===== config.mk =====
export PLATFORM = sky130hd
export DESIGN_NAME = adc_ref_cal
export DESIGN_NICKNAME = d
export VERILOG_FILES = /design/src/rtl/adc_cal_pkg.sv /design/src/rtl/adc_sat_detect.sv /design/src/rtl/adc_cal_fsm.sv /design/src/rtl/adc_cal_tick.sv /design/src/rtl/adc_cal_accum.sv /design/src/rtl/adc_ref_cal.sv
export SDC_FILE = /design/constraint.sdc
export NUM_CORES = 1
export LEC_CHECK = 0
export BUFFER_PORTS_ARGS = -buffer_cell sky130_fd_sc_hd__buf_2
export CORE_MARGIN = 5
export CORE_UTILIZATION = 57
export DETAILED_ROUTE_END_ITERATION = 16
export PLACE_DENSITY = 0.82
export SYNTH_ARGS = -nofsm -noshare
export SYNTH_HDL_FRONTEND = slang
export SYNTH_SLANG_ARGS = --single-unit

===== constraint.sdc =====
create_clock -name clk -period 3.15 [get_ports clk]
set_input_delay 0.1575 -clock clk [delete_from_list [all_inputs] [get_ports clk]]
set_output_delay 0.1575 -clock clk [all_outputs]
set_load 0.01 [all_outputs]

===== src/rtl/adc_cal_pkg.sv =====
package adc_cal_pkg;
    typedef enum logic [1:0] {
        CAL_OFF  = 2'd0,
        CAL_WAIT = 2'd1,
        CAL_RUN  = 2'd2
    } cal_state_t;

    localparam logic [1:0] MODE_TRACK = 2'b10;
    localparam logic [1:0] MODE_RXEN  = 2'b11;
endpackage


===== src/rtl/adc_sat_detect.sv =====
module adc_sat_detect #(
    parameter int SAMP_W = 3
) (
    input  logic [SAMP_W-1:0] samp_i,
    input  logic [SAMP_W-1:0] samp_q,
    output logic              any_full
);
    localparam logic [SAMP_W-1:0] POS_FS = {1'b0, {(SAMP_W-1){1'b1}}};
    localparam logic [SAMP_W-1:0] NEG_FS = {1'b1, {(SAMP_W-1){1'b0}}};

    logic [1:0] ch_full;
    logic [SAMP_W-1:0] ch_samp [2];

    assign ch_samp[0] = samp_i;
    assign ch_samp[1] = samp_q;

    for (genvar c = 0; c < 2; c++) begin : g_ch
        assign ch_full[c] = (ch_samp[c] == POS_FS) || (ch_samp[c] == NEG_FS);
    end

    assign any_full = |ch_full;
endmodule


===== src/rtl/adc_cal_fsm.sv =====
module adc_cal_fsm
    import adc_cal_pkg::*;
(
    input  logic       clk,
    input  logic       rst_n,
    input  logic [1:0] cal_mode,
    input  logic       rx_track,
    input  logic       rx_en,
    input  logic       samp_vld,
    output cal_state_t state,
    output logic       acc_en,
    output logic       preset
);
    cal_state_t state_q, state_d;
    logic gate;

    always_comb begin
        gate = 1'b0;
        unique case (cal_mode)
            MODE_TRACK: gate = rx_track;
            MODE_RXEN:  gate = rx_en;
            default:    gate = 1'b0;
        endcase
    end

    always_comb begin
        state_d = state_q;
        unique case (state_q)
            CAL_OFF: begin
                if (cal_mode[1]) state_d = gate ? CAL_RUN : CAL_WAIT;
            end
            CAL_WAIT: begin
                if (!cal_mode[1]) state_d = CAL_OFF;
                else if (gate)    state_d = CAL_RUN;
            end
            CAL_RUN: begin
                if (!cal_mode[1]) state_d = CAL_OFF;
                else if (!gate)   state_d = CAL_WAIT;
            end
            default: state_d = CAL_OFF;
        endcase
    end

    always_ff @(posedge clk or negedge rst_n) begin
        if (!rst_n) state_q <= CAL_OFF;
        else        state_q <= state_d;
    end

    always_comb begin
        acc_en = 1'b0;
        preset = 1'b0;
        unique case (state_q)
            CAL_OFF:  preset = 1'b1;
            CAL_WAIT: acc_en = 1'b0;
            CAL_RUN:  acc_en = samp_vld;
            default:  preset = 1'b1;
        endcase
    end

    assign state = state_q;
endmodule


===== src/rtl/adc_cal_tick.sv =====
module adc_cal_tick #(
    parameter int TICK_DIV = 22000
) (
    input  logic clk,
    input  logic rst_n,
    input  logic clear,
    output logic tick
);
    localparam int CNT_W = (TICK_DIV > 1) ? $clog2(TICK_DIV) : 1;
    localparam logic [CNT_W-1:0] LAST = CNT_W'(TICK_DIV - 1);

    logic [CNT_W-1:0] cnt_q;

    always_ff @(posedge clk or negedge rst_n) begin
        if (!rst_n)            cnt_q <= '0;
        else if (clear)        cnt_q <= '0;
        else if (cnt_q == LAST) cnt_q <= '0;
        else                   cnt_q <= cnt_q + 1'b1;
    end

    assign tick = !clear && (cnt_q == LAST);
endmodule


===== src/rtl/adc_cal_accum.sv =====
module adc_cal_accum #(
    parameter int ACC_W  = 24,
    parameter int STEP_W = 16
) (
    input  logic              clk,
    input  logic              rst_n,
    input  logic              preset,
    input  logic              en,
    input  logic              full,
    input  logic [STEP_W-1:0] step_up,
    input  logic [STEP_W-1:0] step_dn,
    output logic [ACC_W-1:0]  acc
);
    localparam int SUM_W = ACC_W + 2;
    localparam logic [ACC_W-1:0] MID = {1'b1, {(ACC_W-1){1'b0}}};
    localparam logic signed [SUM_W-1:0] MAXV = {2'b00, {ACC_W{1'b1}}};

    logic [ACC_W-1:0] acc_q;
    logic [STEP_W-1:0] step;
    logic signed [SUM_W-1:0] step_x, sum;
    logic [ACC_W-1:0] next_acc;

    always_comb begin
        step   = full ? step_up : step_dn;
        step_x = {{(SUM_W-STEP_W){step[STEP_W-1]}}, step};
        sum    = $signed({2'b00, acc_q}) + step_x;
        if (sum < 0)         next_acc = '0;
        else if (sum > MAXV) next_acc = {ACC_W{1'b1}};
        else                 next_acc = sum[ACC_W-1:0];
    end

    always_ff @(posedge clk or negedge rst_n) begin
        if (!rst_n)      acc_q <= MID;
        else if (preset) acc_q <= MID;
        else if (en)     acc_q <= next_acc;
    end

    assign acc = acc_q;
endmodule


===== src/rtl/adc_ref_cal.sv =====
module adc_ref_cal
    import adc_cal_pkg::*;
#(
    parameter int SAMP_W    = 3,
    parameter int ACC_W     = 24,
    parameter int CODE_W    = 5,
    parameter int STEP_W    = 16,
    parameter int MON_ACC_W = 16,
    parameter int TICK_DIV  = 22000
) (
    input  logic                        clk,
    input  logic                        rst_n,
    input  logic [SAMP_W-1:0]           samp_i,
    input  logic [SAMP_W-1:0]           samp_q,
    input  logic                        samp_vld,
    input  logic                        rx_track,
    input  logic                        rx_en,
    input  logic [1:0]                  cal_mode,
    input  logic [STEP_W-1:0]           step_up,
    input  logic [STEP_W-1:0]           step_dn,
    output logic [CODE_W-1:0]           dac_code,
    output logic [CODE_W+MON_ACC_W-1:0] cal_mon
);
    localparam logic [CODE_W-1:0] CODE_MID = {1'b1, {(CODE_W-1){1'b0}}};

    cal_state_t state;
    logic acc_en, preset, full, tick, st_off;
    logic [ACC_W-1:0] acc_q;
    logic [CODE_W-1:0] code_q;

    adc_sat_detect #(.SAMP_W(SAMP_W)) u_sat (
        .samp_i(samp_i), .samp_q(samp_q), .any_full(full)
    );

    adc_cal_fsm u_fsm (
        .clk(clk), .rst_n(rst_n), .cal_mode(cal_mode), .rx_track(rx_track),
        .rx_en(rx_en), .samp_vld(samp_vld), .state(state),
        .acc_en(acc_en), .preset(preset)
    );

    assign st_off = (state == CAL_OFF);

    adc_cal_tick #(.TICK_DIV(TICK_DIV)) u_tick (
        .clk(clk), .rst_n(rst_n), .clear(st_off), .tick(tick)
    );

    adc_cal_accum #(.ACC_W(ACC_W), .STEP_W(STEP_W)) u_acc (
        .clk(clk), .rst_n(rst_n), .preset(preset), .en(acc_en), .full(full),
        .step_up(step_up), .step_dn(step_dn), .acc(acc_q)
    );

    always_ff @(posedge clk or negedge rst_n) begin
        if (!rst_n)      code_q <= CODE_MID;
        else if (st_off) code_q <= CODE_MID;
        else if (tick)   code_q <= acc_q[ACC_W-1 -: CODE_W];
    end

    assign dac_code = code_q;
    assign cal_mon  = {code_q, acc_q[ACC_W-1 -: MON_ACC_W]};
endmodule


**After elaboration in Yosys (flattened, before gate mapping)**

Cells that the tools add are included.

- $add $sub $neg: 2
- Magnitude comparators: 2
- Equal/unequal tests: 13
- Muxes and demuxes: 18
- Reduce and logical (&&, ||, !) cells: 9

Operators by type and width:

| kind | count |
|---|---|
| $mux 24 | 4 |
| $mux 15 | 2 |
| $add 25x16->26 | 1 |
| $gt 26x25->1 const B | 1 |
| $lt 26x1->1 const B | 1 |
| $mux 16 | 1 |
| $add 15x1->15 const B | 1 |
| $eq 15x15->1 const B | 1 |
| $mux 2 | 6 |
| $mux 5 | 2 |
| $eq 2x2->1 const B | 3 |
| $eq 3x2->1 const B | 2 |
| $eq 3x3->1 const B | 2 |
| $pmux 2 s3 | 1 |
| $reduce_or 2->1 | 2 |
| $ne 3x2->1 const B | 1 |
| $ne 3x3->1 const B | 1 |
| $reduce_and 3->1 | 1 |
| $eq 2x1->1 const B | 1 |
| $logic_not 2->1 | 1 |
| $logic_or 1x1->1 | 2 |
| $ne 2x1->1 const B | 1 |
| $ne 2x2->1 const B | 1 |
| $pmux 1 s2 | 1 |
| 4 further kinds | 4 |

- Bits in registers: 46
- Input bits: 45
- Output and inout bits: 26
- Logic and storage cells: 48

**Depth between registers and ports, before layout**

- Depth in word-level cells: 10
- Mapped depth: 16
- Gate-level depth less buffers: 14

**By module**

Synthesis repeated with hierarchy kept, for this count alone.

- Cells, all modules: 420
- Area total of the unflattened synthesis: 3,834.9 µm²

Modules (own cells, without submodules):

| module | times used | cells an instance | area each (µm²) |
|---|---|---|---|
| adc_cal_accum | 1 | 294 | 2,586.2 |
| adc_cal_tick | 1 | 75 | 748.2 |
| adc_ref_cal | 1 | 22 | 249.0 |
| adc_cal_fsm | 1 | 22 | 215.2 |
| adc_sat_detect | 1 | 7 | 36.3 |

**Worst setup path before layout**

OpenSTA, ideal clock, no wires.

- Kind: input port to flip-flop
- Start: input port samp_i[1]
- End: register u_acc.acc_q[10], in the netlist u_acc.acc[10]
- Library setup time: 0.067 ns
- Arrival time: 3.594 ns
- Slack: -0.511 ns
- Stages: 14
- Buffers on the path: 1
- Cell sequence: nand2_1 > o211ai_1 > mux2i_1 > inv_1 > ha_1 > buf_6 > a21o_1 > a211o_1 > a211oi_2 > o21bai_2 > a21o_1 > or3_4 > a21oi_4 > a221o_1

- Cells in the longest elaborated chain, start to end: 10
- Elaborated cells on any way between the ends: 12
- Those cells by class: add/sub: 1; order compare: 2; eq/ne: 2; mux: 5; reduce/logical: 2

RTL lines:

| element | line | RTL |
|---|---|---|
| from (decl) | adc_ref_cal.sv:13 | `input logic [SAMP_W-1:0] samp_i,` |
| $eq 3x2->1 / $eq 3x3->1 (equally long branches) | adc_sat_detect.sv:18 | `assign ch_full[c] = (ch_samp[c] == POS_FS) \|\| (ch_samp[c] == NEG_FS);` |
| $logic_or 1x1->1 * | adc_sat_detect.sv:18 |  |
| $reduce_or 2->1 * | adc_sat_detect.sv:21 | `assign any_full = \|ch_full;` |
| $mux 16 * | adc_cal_accum.sv:24 | `step = full ? step_up : step_dn;` |
| $add 25x16->26 * | adc_cal_accum.sv:26 | `sum = $signed({2'b00, acc_q}) + step_x;` |
| $gt 26x25->1 | adc_cal_accum.sv:28 | `else if (sum > MAXV) next_acc = {ACC_W{1'b1}};` |
| $mux 24 | adc_cal_accum.sv:28 |  |
| $mux 24 * | adc_cal_accum.sv:27 | `if (sum < 0) next_acc = '0;` |
| $mux 24 * | adc_cal_accum.sv:35 | `else if (en) acc_q <= next_acc;` |
| $mux 24 * | adc_cal_accum.sv:34 | `else if (preset) acc_q <= MID;` |
| to (signal assigned) | adc_cal_accum.sv:35 |  |
| to (decl) | adc_cal_accum.sv:18 | `logic [ACC_W-1:0] acc_q;` |

Every way passes the cells marked *; elsewhere a longest branch is shown, timed or not. The select of a mux whose other input is x is not followed.
A chain may end at the register's enable or synchronous reset.

**Worst setup path after layout**

- Start: input port samp_q[1]
- End: register u_acc.acc_q[16], in the netlist u_acc.acc[16]

- Cells in the longest elaborated chain, start to end: 10
- Elaborated cells on any way between the ends: 12
- Those cells by class: add/sub: 1; order compare: 2; eq/ne: 2; mux: 5; reduce/logical: 2

RTL lines:

| element | line | RTL |
|---|---|---|
| from (decl) | adc_ref_cal.sv:14 | `input logic [SAMP_W-1:0] samp_q,` |
| $eq 3x2->1 / $eq 3x3->1 (equally long branches) | adc_sat_detect.sv:18 |  |
| $logic_or 1x1->1 * | adc_sat_detect.sv:18 |  |
| $reduce_or 2->1 * | adc_sat_detect.sv:21 |  |
| $mux 16 * | adc_cal_accum.sv:24 |  |
| $add 25x16->26 * | adc_cal_accum.sv:26 |  |
| $gt 26x25->1 | adc_cal_accum.sv:28 |  |
| $mux 24 | adc_cal_accum.sv:28 |  |
| $mux 24 * | adc_cal_accum.sv:27 |  |
| $mux 24 * | adc_cal_accum.sv:35 |  |
| $mux 24 * | adc_cal_accum.sv:34 |  |

Marked as above.

==> flow_summary.toml <==
[finish]
seqCellArea_um2 = 1150
design_area_um2 = 5240
nNetsFinal = 608
nFillCells = 362
drive_gt1_frac = 0.443
multi_input_area_um2 = 2920
area.growth.synth_to_final_pct = 37.1
n_antenna_cell = 0

[yosys]
synth_commonest_cells = "dfrtp_1, nor2_1, ha_1"
ys_warn_count = 0
synth_top_family_by_area = "compound AO/OA/AOI/OAI gates"
synth_most_common_cell = "dfrtp_1"
netlist.area_leader.share = 0.288
synthAdderAreaFrac = 0.113
synth.avg_cell_area_um2 = 9.20
syn-cell-area_um2 = 3820
ys.flop_type = "dfrtp_1"
synth-compound-area-share = 0.204
synth-simple-area-share = 0.174
synth-edff-count = 0
netlist_instances = 415
synthXorXnorAreaFrac = 0.0688
ys_ff_latch = 46
synth_area_leaders = "dfrtp_1, ha_1, mux2_2, buf_4, xor2_1"
ys_seq_area_frac = 0.302
synth.area.mux_share = 0.0714
synth_top_area_cell = "dfrtp_1"
syn_nets = 494
ys_async_sr_fraction = 1.00
synth_cell_types = 61

[sta]
worst_slew_pin_slew_ns = 1.11
setup_viol = 24
max_freq_mhz = 301
finalSetupTns_ns = -2.83
slew_violations = 0
final.period_utilization = 1.06
rsz0062_at_grt = "true"
finClkSkew_ns = 0.0143
hold_viol = 0
min_period_ns = 3.33
setup_ws_ns = -0.175
relSlewSlack = 0.257

[cts]
cts_made_buffers = 5
root_buffer = "clkbuf_8"
cts_max_path_buffers = 2
cts_hold_buffers = 0
clock_latency_ns = 0.33
cts_tree = "built"
cts.sinks = 46
clk_pin_slew_ns = 0.10
htreeDepth = 2

[worst_setup_path]
timing.rr.end = "u_acc.acc[16]$_DFFE_PN0P_"
reg2reg_from = "u_acc.acc[0]$_DFFE_PN0P_"
crit_fanout = 8
end_kind = "flip-flop"
r2r_cells = 11
worst-setup-path-type = "in -> reg"
crit_arrival_ns = 3.53
r2r_slack_ns = 0.24
cp.required_ns = 3.35
startpoint_type = "input port"

[routing]
vias = 4076
wl_met2_mm = 6.88
via_per_inst = 6.71
ant_nets = 0
wirelength_mm = 13.8
drtIter0Drc = 423
drc_errors = 0
wl_met1_mm = 5.00
top_layer = "met4"
dr.pass1.iters = 8
routedWlPerCell_um = 22.7
dr_wl_met3_mm = 1.15

[outcome]
violations = "negative setup slack"
status = "finished, violations left"

[placement]
dpl_cell_area_um2 = 4600
port_buffers = 70
globalplace.congestion = 0.953
post-dp-hpwl_mm = 7.80

[die]
initial_core_util = 0.595
ios = 71
die-area_um2 = 8440
die_h_um = 91.9
num_rows = 29
core-area_um2 = 6420
die_x_um = 91.9

[pwr]
power_density_nw_per_um2 = 823
p_leak_nw = 2.47
peakVddDrop_mv = 0.532

[flow_run]
max-cap-violations = 0

[global_route]
gr-total-overflow = 0
grt_max_degree = 47
antenna_found_initial = 0
grt_usage = 0.290
grt_pass1_vias = 3907
grt_pass1_wl_mm = 19.8

[hold_path]
holdCritPathClass = "in -> async"
-- critical path: stages --
cell and delay [ns]:
buf_6 0.09, and3b_1 0.18, a21oi_2 0.09, o211ai_1 0.16, buf_4 0.21, buf_4 0.14, buf_6 0.12, mux2_4 0.33
ha_4 0.28, nand2_1 0.08, o21ai_2 0.22, nand2b_1 0.17, a31o_4 0.31, a21oi_4 0.22, o21ai_1 0.10, nor3b_4 0.18
buf_6 0.16, a221o_1 0.31
-- registers in the layout, indices dropped and copies added (netlist names) --
register,count
u_tick.cnt_q,15
u_acc.acc,24
u_fsm.state,2
dac_code,5
-- where the power goes --
group / internal [mW] / switching (mW)
registers: 0.729 / 0.173
logic: 1.39 / 1.61
clock network: 0.159 / 0.244
total: 2.28 / 2.03
-- cell type report --
cell class	count	share of cell area
well taps	77	0.0184
inverters	7	0.00549
clock buffers	5	0.0131
multi-input cells	328	0.558
repair buffers	141	0.180
flip-flops and latches	46	0.220
clock inverters	3	0.00454
-- routing by layer --
layer  vias up  track usage
met4         0        0.111
met5         -            0
met1      1940        0.347
met3        79       0.0532
li1       1741            -
met2       316        0.516
-- kinds of logic (layout without fill, tap and decap cells) --
| logic type | count (synthesis) | in the layout |
|---|---|---|
| simple gates | 133 | 133 |
| compound gates | 105 | 106 |
| flops | 46 | 46 |
| buf+inv | 42 | 156 |
| fa+ha+maj | 34 | 34 |
| xor+xnor | 30 | 30 |
| mux | 25 | 25 |
-- layout by cell type (no fill, tap or decap), drive strengths merged, types with 5 or more instances in the layout --
| cell | synthesis | layout |
|---|---|---|
| a211oi | 7 | 7 |
| a21o | 7 | 7 |
| a21oi | 28 | 29 |
| a221o | 9 | 9 |
| a22o | 13 | 13 |
| and3 | 5 | 5 |
| buf | 26 | 141 |
| clkbuf | 9 | 5 |
| dfrtp | 44 | 44 |
| ha | 33 | 33 |
| inv | 7 | 8 |
| mux2 | 18 | 18 |
| mux2i | 7 | 7 |
| nand2 | 30 | 30 |
| nand2b | 6 | 6 |
| nand3 | 19 | 19 |
| nand4 | 10 | 10 |
| nor2 | 37 | 37 |
| nor2b | 7 | 7 |
| nor3 | 5 | 5 |
| o21ai | 14 | 14 |
| or2 | 5 | 5 |
| xnor2 | 14 | 14 |
| xor2 | 16 | 16 |
-- metrics by stage --
| step | hold slack [ns] | setup WS [ns] | power, mW | utilization | instances |
|---|---|---|---|---|---|
| 2_1_floorplan | -0.138 | -0.224 | 2.53 | - | 415 |
| 6_report | 0.0394 | -0.175 | 4.31 | 0.816 | 607 |
| 5_1_grt | 0.129 | -0.286 | 4.50 | 0.816 | 607 |
| 4_1_cts | 0.0692 | -0.0375 | 3.92 | 0.788 | 603 |
| 3_5_place_dp | 0.414 | -0.505 | 3.23 | 0.716 | 586 |
| 3_3_place_gp | 0.403 | -0.314 | 3.14 | 0.716 | 586 |
-- worst max path at each step --
| stage | end | slack [ns] | from |
|---|---|---|---|
| after floorplan | u_acc.acc[10]$_DFFE_PN0P_ | -0.22 | samp_i[1] |
| after global placement | u_acc.acc[0]$_DFFE_PN0P_ | -0.31 | samp_q[2] |
| after detailed placement | u_acc.acc[3]$_DFFE_PN0P_ | -0.51 | samp_q[2] |
| after CTS | u_acc.acc[1]$_DFFE_PN0P_ | -0.04 | samp_q[1] |
| after global routing | u_acc.acc[6]$_DFFE_PN0P_ | -0.29 | samp_q[1] |
| final | u_acc.acc[16]$_DFFE_PN0P_ | -0.18 | samp_q[1] |
-- timing repair --
item                       in CTS  in global routing
pin swaps                      25                 21
gates resized for setup        51                 24
setup endpoints to repair      22                 24
buffers inserted                8                  4
gates cloned                    2                  0
No activity file was read; power rests on OpenSTA's default activity.
